==> src/rtl/rh_pkg.sv <==
package rh_pkg;
    // Port status word bit positions (software-visible layout)
    localparam int PB_CONN     = 0;
    localparam int PB_ENA      = 1;
    localparam int PB_SUSP     = 2;
    localparam int PB_OVC      = 3;
    localparam int PB_RSTA     = 4;
    localparam int PB_PWR      = 8;
    localparam int PB_LOWSPD   = 9;
    localparam int PB_CONN_CHG = 16;
    localparam int PB_ENA_CHG  = 17;
    localparam int PB_SUSP_CHG = 18;
    localparam int PB_OVC_CHG  = 19;
    localparam int PB_RST_CHG  = 20;

    // Interrupt word
    localparam int IB_HUBCHG   = 6;
    localparam int IB_MASTER   = 31;
    localparam logic [31:0] INT_LATCHABLE = 32'h4000_007F;
    localparam logic [31:0] INT_NO_MASTER = 32'h7FFF_FFFF;

    // Bus map
    localparam int A_INT_STAT = 0;
    localparam int A_EN_SET   = 1;
    localparam int A_EN_CLR   = 2;
    localparam int A_PORT0    = 3;

    typedef enum logic [1:0] {
        HC_RUN      = 2'd0,
        HC_CLEAR    = 2'd1,
        HC_REATTACH = 2'd2
    } hc_state_t;

    typedef enum logic {
        PT_IDLE      = 1'b0,
        PT_RESETTING = 1'b1
    } pt_state_t;
endpackage

==> src/rtl/rh_hc_seq.sv <==
module rh_hc_seq
    import rh_pkg::*;
(
    input  logic clk_i,
    input  logic rst_ni,
    input  logic req_i,
    output logic run_o,
    output logic clear_o,
    output logic replay_o
);
    hc_state_t state_q, state_d;

    always_ff @(posedge clk_i or negedge rst_ni) begin
        if (!rst_ni) state_q <= HC_RUN;
        else         state_q <= state_d;
    end

    always_comb begin
        state_d = state_q;
        unique case (state_q)
            HC_RUN:      if (req_i) state_d = HC_CLEAR;
            HC_CLEAR:    state_d = HC_REATTACH;
            HC_REATTACH: state_d = HC_RUN;
            default:     state_d = HC_RUN;
        endcase
    end

    always_comb begin
        run_o    = (state_q == HC_RUN);
        clear_o  = (state_q == HC_CLEAR);
        replay_o = (state_q == HC_REATTACH);
    end

    // wipe is always followed by the replay step
    p_clear_then_replay_r11: assert property (@(posedge clk_i) disable iff (!rst_ni)
        (state_q == HC_CLEAR) |=> (state_q == HC_REATTACH));
    p_req_starts_seq_r11: assert property (@(posedge clk_i) disable iff (!rst_ni)
        (state_q == HC_RUN && req_i) |=> (state_q == HC_CLEAR));
endmodule

==> src/rtl/rh_irq.sv <==
module rh_irq
    import rh_pkg::*;
(
    input  logic        clk_i,
    input  logic        rst_ni,
    input  logic        wr_stat_i,
    input  logic        wr_set_i,
    input  logic        wr_clr_i,
    input  logic [31:0] wdata_i,
    input  logic [31:0] src_i,
    input  logic        hubchg_i,
    output logic [31:0] stat_o,
    output logic [31:0] en_o,
    output logic        irq_o
);
    logic [31:0] stat_q, stat_d, en_q, en_d, hub_bit;

    always_comb begin
        hub_bit = '0;
        hub_bit[IB_HUBCHG] = hubchg_i;
        stat_d = stat_q;
        if (wr_stat_i) stat_d = stat_d & ~wdata_i;
        stat_d = stat_d | (src_i & INT_LATCHABLE) | hub_bit;
        en_d = en_q;
        if (wr_set_i) en_d = en_d | wdata_i;
        if (wr_clr_i) en_d = en_d & ~wdata_i;
    end

    always_ff @(posedge clk_i or negedge rst_ni) begin
        if (!rst_ni) begin
            stat_q <= '0;
            en_q   <= '0;
        end else begin
            stat_q <= stat_d;
            en_q   <= en_d;
        end
    end

    always_comb begin
        stat_o = stat_q;
        en_o   = en_q;
        irq_o  = en_q[IB_MASTER] && (|(stat_q & en_q & INT_NO_MASTER));
    end

    // a hub event is latched on the next edge
    p_hub_latched_r9: assert property (@(posedge clk_i) disable iff (!rst_ni)
        hubchg_i |=> stat_q[IB_HUBCHG]);
    // latched bit only leaves through a write of one
    p_hub_sticky_r9: assert property (@(posedge clk_i) disable iff (!rst_ni)
        (stat_q[IB_HUBCHG] && !(wr_stat_i && wdata_i[IB_HUBCHG])) |=> stat_q[IB_HUBCHG]);
    // bits outside the latchable set never appear
    p_no_stray_bits_r9: assert property (@(posedge clk_i) disable iff (!rst_ni)
        ((stat_q & ~INT_LATCHABLE) == '0));
endmodule

==> src/rtl/rh_port.sv <==
module rh_port
    import rh_pkg::*;
#(
    parameter int RST_CYCLES = 10
) (
    input  logic        clk_i,
    input  logic        rst_ni,
    input  logic        run_i,
    input  logic        clear_i,
    input  logic        replay_i,
    input  logic        wr_i,
    input  logic [31:0] wdata_i,
    input  logic        attach_i,
    input  logic        detach_i,
    input  logic        lowspeed_i,
    input  logic        oc_i,
    output logic [31:0] status_o,
    output logic        chg_evt_o
);
    localparam int CNT_W = (RST_CYCLES > 1) ? $clog2(RST_CYCLES) : 1;
    localparam logic [CNT_W-1:0] CNT_LOAD = CNT_W'(RST_CYCLES - 1);

    pt_state_t        st_q, st_d;
    logic [CNT_W-1:0] cnt_q, cnt_d;
    logic [31:0]      stat_q, stat_d, after_wr;
    logic             present_q, ls_q, evt;

    // device presence, tracked in every sequencer state
    always_ff @(posedge clk_i or negedge rst_ni) begin
        if (!rst_ni) begin
            present_q <= 1'b0;
            ls_q      <= 1'b0;
        end else if (detach_i) begin
            present_q <= 1'b0;
        end else if (attach_i) begin
            present_q <= 1'b1;
            ls_q      <= lowspeed_i;
        end
    end

    // state register
    always_ff @(posedge clk_i or negedge rst_ni) begin
        if (!rst_ni) begin
            st_q   <= PT_IDLE;
            cnt_q  <= '0;
            stat_q <= '0;
        end else begin
            st_q   <= st_d;
            cnt_q  <= cnt_d;
            stat_q <= stat_d;
        end
    end

    // next state and status word
    always_comb begin
        st_d     = st_q;
        cnt_d    = cnt_q;
        after_wr = stat_q;
        stat_d   = stat_q;
        evt      = 1'b0;
        if (clear_i) begin
            stat_d = '0;
            st_d   = PT_IDLE;
            cnt_d  = '0;
        end else if (replay_i) begin
            stat_d = '0;
            if (present_q) begin
                stat_d[PB_CONN]     = 1'b1;
                stat_d[PB_CONN_CHG] = 1'b1;
                stat_d[PB_LOWSPD]   = ls_q;
                evt                 = 1'b1;
            end
        end else if (run_i) begin
            // software commands first
            if (wr_i) begin
                after_wr[PB_RST_CHG:PB_CONN_CHG] =
                    after_wr[PB_RST_CHG:PB_CONN_CHG] & ~wdata_i[PB_RST_CHG:PB_CONN_CHG];
                if (wdata_i[PB_PWR]) after_wr[PB_PWR] = 1'b1;
                if (wdata_i[PB_ENA] && stat_q[PB_CONN]) after_wr[PB_ENA] = 1'b1;
                if (wdata_i[PB_SUSP] && stat_q[PB_ENA]) after_wr[PB_SUSP] = 1'b1;
                if (wdata_i[PB_OVC] && stat_q[PB_SUSP]) begin
                    after_wr[PB_SUSP]     = 1'b0;
                    after_wr[PB_SUSP_CHG] = 1'b1;
                end
                if (wdata_i[PB_RSTA] && stat_q[PB_CONN] && st_q == PT_IDLE) begin
                    after_wr[PB_RSTA] = 1'b1;
                    st_d  = PT_RESETTING;
                    cnt_d = CNT_LOAD;
                end
            end
            stat_d = after_wr;
            // port-side events next
            unique case (st_q)
                PT_IDLE: begin
                end
                PT_RESETTING: begin
                    if (cnt_q == '0) begin
                        stat_d[PB_RSTA]    = 1'b0;
                        stat_d[PB_RST_CHG] = 1'b1;
                        stat_d[PB_SUSP]    = 1'b0;
                        if (stat_d[PB_CONN]) stat_d[PB_ENA] = 1'b1;
                        st_d = PT_IDLE;
                    end else begin
                        cnt_d = cnt_q - 1'b1;
                    end
                end
                default: st_d = PT_IDLE;
            endcase
            if (oc_i != stat_d[PB_OVC]) begin
                stat_d[PB_OVC]     = oc_i;
                stat_d[PB_OVC_CHG] = 1'b1;
            end
            if (detach_i) begin
                if (stat_d[PB_CONN]) begin
                    stat_d[PB_CONN]     = 1'b0;
                    stat_d[PB_CONN_CHG] = 1'b1;
                end
                if (stat_d[PB_ENA]) begin
                    stat_d[PB_ENA]     = 1'b0;
                    stat_d[PB_ENA_CHG] = 1'b1;
                end
            end else if (attach_i) begin
                stat_d[PB_CONN]     = 1'b1;
                stat_d[PB_CONN_CHG] = 1'b1;
                stat_d[PB_LOWSPD]   = lowspeed_i;
            end
            evt = (stat_d != after_wr);
        end
    end

    always_comb begin
        status_o  = stat_q;
        chg_evt_o = evt;
    end

    // a detach in normal operation always leaves the port disconnected
    p_detach_drops_r4: assert property (@(posedge clk_i) disable iff (!rst_ni)
        (run_i && detach_i) |=> (!stat_q[PB_CONN] && !stat_q[PB_ENA]));
    // an attach (without a detach) shows up with its change flag
    p_attach_shows_r3: assert property (@(posedge clk_i) disable iff (!rst_ni)
        (run_i && attach_i && !detach_i) |=> (stat_q[PB_CONN] && stat_q[PB_CONN_CHG]));
    // connect change flag survives unless a one is written to it
    p_chg_sticky_r5: assert property (@(posedge clk_i) disable iff (!rst_ni)
        (run_i && stat_q[PB_CONN_CHG] && !(wr_i && wdata_i[PB_CONN_CHG])) |=> stat_q[PB_CONN_CHG]);
    // the last reset cycle ends reset and flags it
    p_reset_done_r7: assert property (@(posedge clk_i) disable iff (!rst_ni)
        (run_i && st_q == PT_RESETTING && cnt_q == '0) |=> (!stat_q[PB_RSTA] && stat_q[PB_RST_CHG]));
endmodule

==> src/rtl/usb_rh_port_status.sv <==
module usb_rh_port_status
    import rh_pkg::*;
#(
    parameter int N_PORTS    = 2,
    parameter int RST_CYCLES = 10,
    localparam int ADDR_W    = $clog2(A_PORT0 + N_PORTS)
) (
    input  logic               clk_i,
    input  logic               rst_ni,
    input  logic               hc_reset_i,
    input  logic               bus_wr_i,
    input  logic [ADDR_W-1:0]  bus_addr_i,
    input  logic [31:0]        bus_wdata_i,
    output logic [31:0]        bus_rdata_o,
    input  logic [N_PORTS-1:0] dev_attach_i,
    input  logic [N_PORTS-1:0] dev_detach_i,
    input  logic [N_PORTS-1:0] dev_lowspeed_i,
    input  logic [N_PORTS-1:0] port_oc_i,
    input  logic [31:0]        int_src_i,
    output logic               irq_o
);
    logic                          seq_run, seq_clear, seq_replay;
    logic [N_PORTS-1:0][31:0]      port_stat;
    logic [N_PORTS-1:0]            port_evt;
    logic [N_PORTS-1:0]            port_wr;
    logic [31:0]                   int_stat, int_en;

    rh_hc_seq u_seq (
        .clk_i    (clk_i),
        .rst_ni   (rst_ni),
        .req_i    (hc_reset_i),
        .run_o    (seq_run),
        .clear_o  (seq_clear),
        .replay_o (seq_replay)
    );

    for (genvar gi = 0; gi < N_PORTS; gi++) begin : g_port
        assign port_wr[gi] = bus_wr_i && (bus_addr_i == ADDR_W'(A_PORT0 + gi));
        rh_port #(.RST_CYCLES(RST_CYCLES)) u_port (
            .clk_i      (clk_i),
            .rst_ni     (rst_ni),
            .run_i      (seq_run),
            .clear_i    (seq_clear),
            .replay_i   (seq_replay),
            .wr_i       (port_wr[gi]),
            .wdata_i    (bus_wdata_i),
            .attach_i   (dev_attach_i[gi]),
            .detach_i   (dev_detach_i[gi]),
            .lowspeed_i (dev_lowspeed_i[gi]),
            .oc_i       (port_oc_i[gi]),
            .status_o   (port_stat[gi]),
            .chg_evt_o  (port_evt[gi])
        );
    end

    rh_irq u_irq (
        .clk_i     (clk_i),
        .rst_ni    (rst_ni),
        .wr_stat_i (bus_wr_i && bus_addr_i == ADDR_W'(A_INT_STAT)),
        .wr_set_i  (bus_wr_i && bus_addr_i == ADDR_W'(A_EN_SET)),
        .wr_clr_i  (bus_wr_i && bus_addr_i == ADDR_W'(A_EN_CLR)),
        .wdata_i   (bus_wdata_i),
        .src_i     (int_src_i),
        .hubchg_i  (|port_evt),
        .stat_o    (int_stat),
        .en_o      (int_en),
        .irq_o     (irq_o)
    );

    always_comb begin
        bus_rdata_o = '0;
        if (bus_addr_i == ADDR_W'(A_INT_STAT)) bus_rdata_o = int_stat;
        else if (bus_addr_i == ADDR_W'(A_EN_SET) || bus_addr_i == ADDR_W'(A_EN_CLR))
            bus_rdata_o = int_en;
        for (int i = 0; i < N_PORTS; i++) begin
            if (bus_addr_i == ADDR_W'(A_PORT0 + i)) bus_rdata_o = port_stat[i];
        end
    end

    // the wipe step leaves every port word at zero
    p_clear_zeroes_r11: assert property (@(posedge clk_i) disable iff (!rst_ni)
        seq_clear |=> (port_stat == '0));
    // interrupt line never high without the master enable
    p_irq_master_r10: assert property (@(posedge clk_i) disable iff (!rst_ni)
        $rose(irq_o) |-> int_en[IB_MASTER]);
endmodule

==> config.mk <==
export PLATFORM = sky130hd
export DESIGN_NAME = usb_rh_port_status
export DESIGN_NICKNAME = d
export VERILOG_FILES = /design/src/rtl/rh_pkg.sv /design/src/rtl/rh_hc_seq.sv /design/src/rtl/rh_irq.sv /design/src/rtl/rh_port.sv /design/src/rtl/usb_rh_port_status.sv
export SDC_FILE = /design/constraint.sdc
export NUM_CORES = 1
export LEC_CHECK = 0
export BUFFER_PORTS_ARGS = -buffer_cell sky130_fd_sc_hd__buf_2
export CORE_ASPECT_RATIO = 1.2
export CORE_MARGIN = 3
export CORE_UTILIZATION = 52
export CTS_BUF_LIST = sky130_fd_sc_hd__clkbuf_4 sky130_fd_sc_hd__clkbuf_8
export CTS_CLUSTER_DIAMETER = 150
export CTS_CLUSTER_SIZE = 24
export DETAILED_ROUTE_END_ITERATION = 10
export PLACE_DENSITY_LB_ADDON = 0.2
export REMOVE_ABC_BUFFERS = 1
export SLEW_MARGIN = 20
export SYNTH_ARGS = -nofsm -noshare
export SYNTH_HDL_FRONTEND = slang
export SYNTH_SLANG_ARGS = --single-unit
==> constraint.sdc <==
create_clock -name clk_i -period 2.22 [get_ports clk_i]
set_clock_uncertainty 0.1 [all_clocks]
set_input_delay 0 -clock clk_i [delete_from_list [all_inputs] [get_ports clk_i]]
set_output_delay 0 -clock clk_i [all_outputs]
set_load 0.03 [all_outputs]
After elaboration in Yosys (flattened, before gate mapping) --
Cells that the tools add are included.
Operators by class: add/subtract/negate cells 2, equality and inequality tests 12, muxes and demuxes 192, bitwise gates (word level) 14, reductions and logical operators 38
Operators with widths (number):
- 32-bit two-way mux | 11
- 1-bit two-way mux | 137
- 32-bit AND | 2
- 4-bit two-way mux | 14
- 21-bit two-way mux | 2
- 5-bit two-way mux | 8
- 2-bit two-way mux | 19
- 32-bit NOT | 1
- 32-bit by 31-bit bitwise OR with 32-bit output | 1
- 32-bit bitwise OR | 1
- 32-bit by 7-bit bitwise OR with 32-bit output | 1
- 31-bit AND | 1
- 31-bit OR reduction | 1
- 10-bit inequality test | 2
- 1-bit logical AND | 16
- 3-bit nonzero test | 4
- 5-bit AND | 2
- 2-bit AND reduction | 5
- 4-bit logical NOT | 2
- 2-bit nonzero test | 4
- 4-bit by 1-bit subtractor with 4-bit output, second input constant | 2
- 3-bit by 2-bit == test with 1-bit output, second input constant | 2
- 3-bit AND reduction | 2
- 5-bit NOT | 1
- 13 further kinds | 17
Storage, ports and cells: flip-flop bits (word level) 144, output and inout bits 33, logic and storage cells 277

Logic depth before layout (Yosys ltp) --
depth in word-level cells 24, mapped depth 9, gate-level depth less buffers 8

Cells and area by module --
Synthesis repeated with hierarchy kept, for this count alone.
Unflattened totals: cells, all modules 662, area, all modules 6545.0 um^2
By module, submodules not included:
- rh_irq | times used 1, cells each 196, area an instance 2403.6 um^2
- usb_rh_port_status | times used 1, cells each 159, area an instance 1432.6 um^2
- rh_port (g_port[1].u_port) | times used 1, cells each 150, area an instance 1333.8 um^2
- rh_port (g_port[0].u_port) | times used 1, cells each 150, area an instance 1295.0 um^2
- rh_hc_seq | times used 1, cells each 7, area an instance 80.1 um^2

Worst setup path after synthesis --
Ideal clock, no wire load.
path kind register to register, from register g_port[0].u_port.stat_q[3], to register u_irq.stat_q[6], in the netlist u_irq.stat_o[6], setup time 0.129 ns, arrival time 1.957 ns, path slack 0.035 ns, stages on the path, launching flop included 8, path buffers 0, cell sequence dfrtp_1 > inv_1 > ha_1 > nand4_1 > or3_1 > a2111oi_2 > a41oi_1 > a2111o_1
On the way: longest elaborated chain between the ends 11, elaborated cells on any way between the ends 15, classes of those cells 2 x eq/ne; 11 x mux; 1 x bitwise; 1 x reduce/logical
RTL lines:
- from (decl) | RTL line rh_port.sv:25 | logic [31:0] stat_q, stat_d, after_wr;
- from (signal assigned) | RTL line rh_port.sv:50 | stat_q <= stat_d;
- 1-bit inequality test | RTL line rh_port.sv:109 | if (oc_i != stat_d[PB_OVC]) begin
- 1-bit two-way mux | RTL line rh_port.sv:109
- 1-bit two-way mux | RTL line rh_port.sv:73 | end else if (run_i) begin
- 1-bit two-way mux | RTL line rh_port.sv:65 | end else if (replay_i) begin
- 1-bit two-way mux | RTL line rh_port.sv:61 | if (clear_i) begin
- 10-bit inequality test * | RTL line rh_port.sv:127 | evt = (stat_d != after_wr);
- 1-bit two-way mux * | RTL line rh_port.sv:73
- 1-bit two-way mux * | RTL line rh_port.sv:65
- 1-bit two-way mux * | RTL line rh_port.sv:61
- 2-bit OR reduction * | RTL line usb_rh_port_status.sv:64 | .hubchg_i (|port_evt),
- 32-bit by 7-bit bitwise OR with 32-bit output * | RTL line rh_irq.sv:23 | stat_d = stat_d | (src_i & INT_LATCHABLE) | hub_bit;
- named net u_irq.stat_d[6] | RTL line rh_irq.sv:16 | logic [31:0] stat_q, stat_d, en_q, en_d, hub_bit;
- to (signal assigned) | RTL line rh_irq.sv:34 | stat_q <= stat_d;
- to (decl) | RTL line rh_irq.sv:16
Mark *: on every way through the listed nets, which the timed path passes. The rest lies on a longest branch. The select of a mux whose other input is x is not followed. A chain may end at the register's enable or synchronous reset.

Final worst setup path --
Ends and elaborated chain as after synthesis.

==> results_dict.tcl <==
set metrics [dict create \
    clk_pin_slew_worst_paths_ns 0.11 \
    synth_area_leader_cell "dfrtp_1" \
    htree_levels 3 \
    async_reset_ff_share_pct 100 \
    yosys_most_used_dff "dfrtp_1" \
    synth_edf_count 0 \
    diodes 0 \
    tightest_slew_ns 0.573 \
    worstPathRequired_ns 2.39 \
    drtIter0Drc 454 \
    switching_share_pct 39.7 \
    hold_end "u_irq.stat_o[6]" \
    cts_max_path_buffers 2 \
    finish.net_count 849 \
    p_int_mw 3.43 \
    ys_seq_elements 104 \
    cts_num_sinks 104 \
    leakagePower_nw 3.14 \
    post-route-min-period_ns 2.16 \
    r2r-start "g_port[0].u_port.status_o[3]" \
    dpl.hpwl_mm 11.3 \
    grt_pass1_wl_mm 27.3 \
    yosysTopAreaCellShare_pct 47.4 \
    post-route-period-util_pct 97.2 \
    cp-start-kind "register" \
    netlist_area_um2 5490 \
    place.gp.congestion 0.928 \
    critPathArrivalTime_ns 2.33 \
    p_per_area_nw_per_um2 811 \
    syn_avg_cell_area_um2 9.02 \
    final_area_um2 7030 \
    drv_cap 0 \
    clock_latency_ns 0.38 \
    fin_util_pct 69.2 \
    end_kind "register" \
    portBuffers 87 \
    yosysWarnings 0 \
    grt_pass1_vias 5604 \
    synth.area.top_cells "dfrtp_1, a21oi_1, nor2_1" \
    synthToLayoutAreaGrowth_pct 27.9 \
    core_area_um2 10200 \
    die_w_um 99.8 \
    maxSlewViolCount 0 \
    hp-class "primary input to register" \
    synth_cell_types 58 \
    rsz0062_at_grt "true" \
    fmax_mhz 463 \
    hold_violations 0 \
    grt-ovfl-total 0 \
    postSynthCellCount 609 \
    mostFrequentLayoutCells "dfrtp_1, a21oi_1, buf_2, nor2_1, dlygate4sd3_1" \
    rows 40 \
    r2r_cells 7 \
    root_buffer "clkbuf_8" \
    relSlewSlack_pct 61.5 \
    final_common_cell "dfrtp_1" \
    pre_cts_slack_ns -0.0700 \
    pwr-share-seq_pct 42.4 \
    grt_antenna_before_repair 0 \
    setup_viol 0 \
    r2r_setup_slack_ns 0.06 \
    routed_wirelength_mm 16.5 \
    regToRegEndpoint "u_irq.stat_o[6]" \
    cts_tree "yes" \
    grt_max_degree 68 \
    comb_power_share_pct 37.3 \
    viasPerCell 6.18 \
    hold_path_depth 4 \
    die_area_um2 11800 \
    outcome "completed" \
    drive_gt1_share_pct 20.3 \
    drtPass1Iterations 5 \
    cts_buffers 9 \
    vdd_drop_max_mv 0.424 \
    drc 0 \
    die_h_um 119 \
    io-pin-count 112 \
    ys_seq_area_share_pct 47.4 \
    setup_slack_ns 0.0622 \
    track_usage_pct 28.5 \
    antenna_left 0 \
    setup.worst_path.class "register to register" \
    vias 5510 \
    wire_per_inst_um 18.5 \
    cp_max_fo 2 \
    holdCritStartpoint "bus_addr_i[1]" \
    initial_core_util_pct 54.1 \
    p_sw_mw 2.26 \
    clkPwrFrac_pct 20.3 \
    placed_area_um2 6170 \
    fillers 798 \
]
-- synthesized netlist by cell type (10+ instances only) --
cell type / count
dfrtp_1: 104
a21oi_1: 96
nor2_1: 62
nand2_1: 54
o21ai_0: 37
clkbuf_1: 34
a21boi_0: 26
a22oi_1: 24
inv_1: 15
o22ai_1: 14
o31ai_1: 14
nand3_1: 13
ha_1: 10
-- worst max-delay path by stage --
stage | start | to | slack, ns | cells past startpoint
2_1_floorplan | bus_addr_i[2] | u_irq.en_o[0] | -0.65 | 3
3_3_place_gp | g_port[0].u_port.status_o[3] | u_irq.stat_o[6] | -0.005 | 7
3_5_place_dp | g_port[1].u_port.status_o[3] | u_irq.stat_o[6] | -0.07 | 7
4_1_cts | g_port[1].u_port.cnt_q[0] | u_irq.stat_o[6] | 0.01 | 8
5_1_grt | g_port[1].u_port.status_o[3] | u_irq.stat_o[6] | -0.03 | 7
6_report | g_port[0].u_port.status_o[3] | u_irq.stat_o[6] | 0.06 | 7
-- per-stage QoR --
step	hold WS, ns	std cells	total power, mW	TNS, ns
after floorplan	-0.396	567	3.63	-33.72
after global placement	-0.0913	811	4.33	-0.00530
after detailed placement	-0.0872	811	4.40	-0.0700
after CTS	0.000404	889	5.66	0
after global routing	0.0468	891	6.03	-0.0316
final	0.0130	891	5.70	0
-- power by group through the flow --
stage	combinational [mW]	clock (mW)	sequential, mW
final	2.13	1.16	2.42
after global routing	2.35	1.23	2.45
after CTS	2.08	1.17	2.41
after detailed placement	1.96	0	2.44
after global placement	1.90	0	2.43
after floorplan	1.24	0	2.39
-- critical path: stages, from the launching register on --
cell	delay, ns
dfrtp_1	0.36
inv_1	0.05
ha_1	0.29
nand4_1	0.10
or3_4	0.40
a2111oi_4	0.22
a41oi_2	0.15
a2111o_1	0.40
-- layout make-up --
type / instances / area [um2] / share of cell area [%]
flip-flops and latches: 104 / 2600 / 37.0
repair buffers: 182 / 1310 / 18.7
clock inverters: 7 / 62.6 / 0.890
multi-input cells: 448 / 2710 / 38.6
well taps: 126 / 158 / 2.24
clock buffers: 9 / 124 / 1.76
inverters: 15 / 56.3 / 0.801
-- routing by layer --
layer | wire length, um | vias up | GRT usage, % | share of wire (%)
li1 | - | 2540 | - | -
met1 | 6580 | 2674 | 36.3 | 40
met2 | 8140 | 239 | 47.1 | 49
met3 | 1080 | 57 | 3.60 | 6.5
met4 | 728 | 0 | 14.4 | 4.4
met5 | 0 | - | 0 | 0
-- sequential cells by signal (all words and copies together), names as in the netlist --
name                     flops
u_irq.en_o                  32
g_port.u_port.status_o      24
u_seq.state_q                2
g_port.u_port.present_q      2
g_port.u_port.cnt_q          8
u_irq.stat_o                32
g_port.u_port.ls_q           2
g_port.u_port.st_q           2
-- logic make-up (layout without fill, tap and decap cells) --
family | count (synthesis) | after routing | share of synthesized area (%)
multiplexers | 2 | 2 | 0.364
XOR/XNOR | 4 | 4 | 0.638
AND/OR/NAND/NOR | 167 | 167 | 14.2
adder cells (fa/ha/maj) | 10 | 10 | 2.28
flip-flops | 104 | 104 | 47.4
AO/OA/AOI/OAI | 265 | 265 | 30.5
buffers and inverters | 57 | 213 | 4.58
-- repair_timing --
action	4_1_cts	5_1_grt
buffers inserted	2	2
endpoints found under the setup margin	1	2
hold buffers	60	0
pin swaps	4	0
hold endpoints to repair	194	0
resized for setup	4	4
Power figures use the tool's default switching activity.
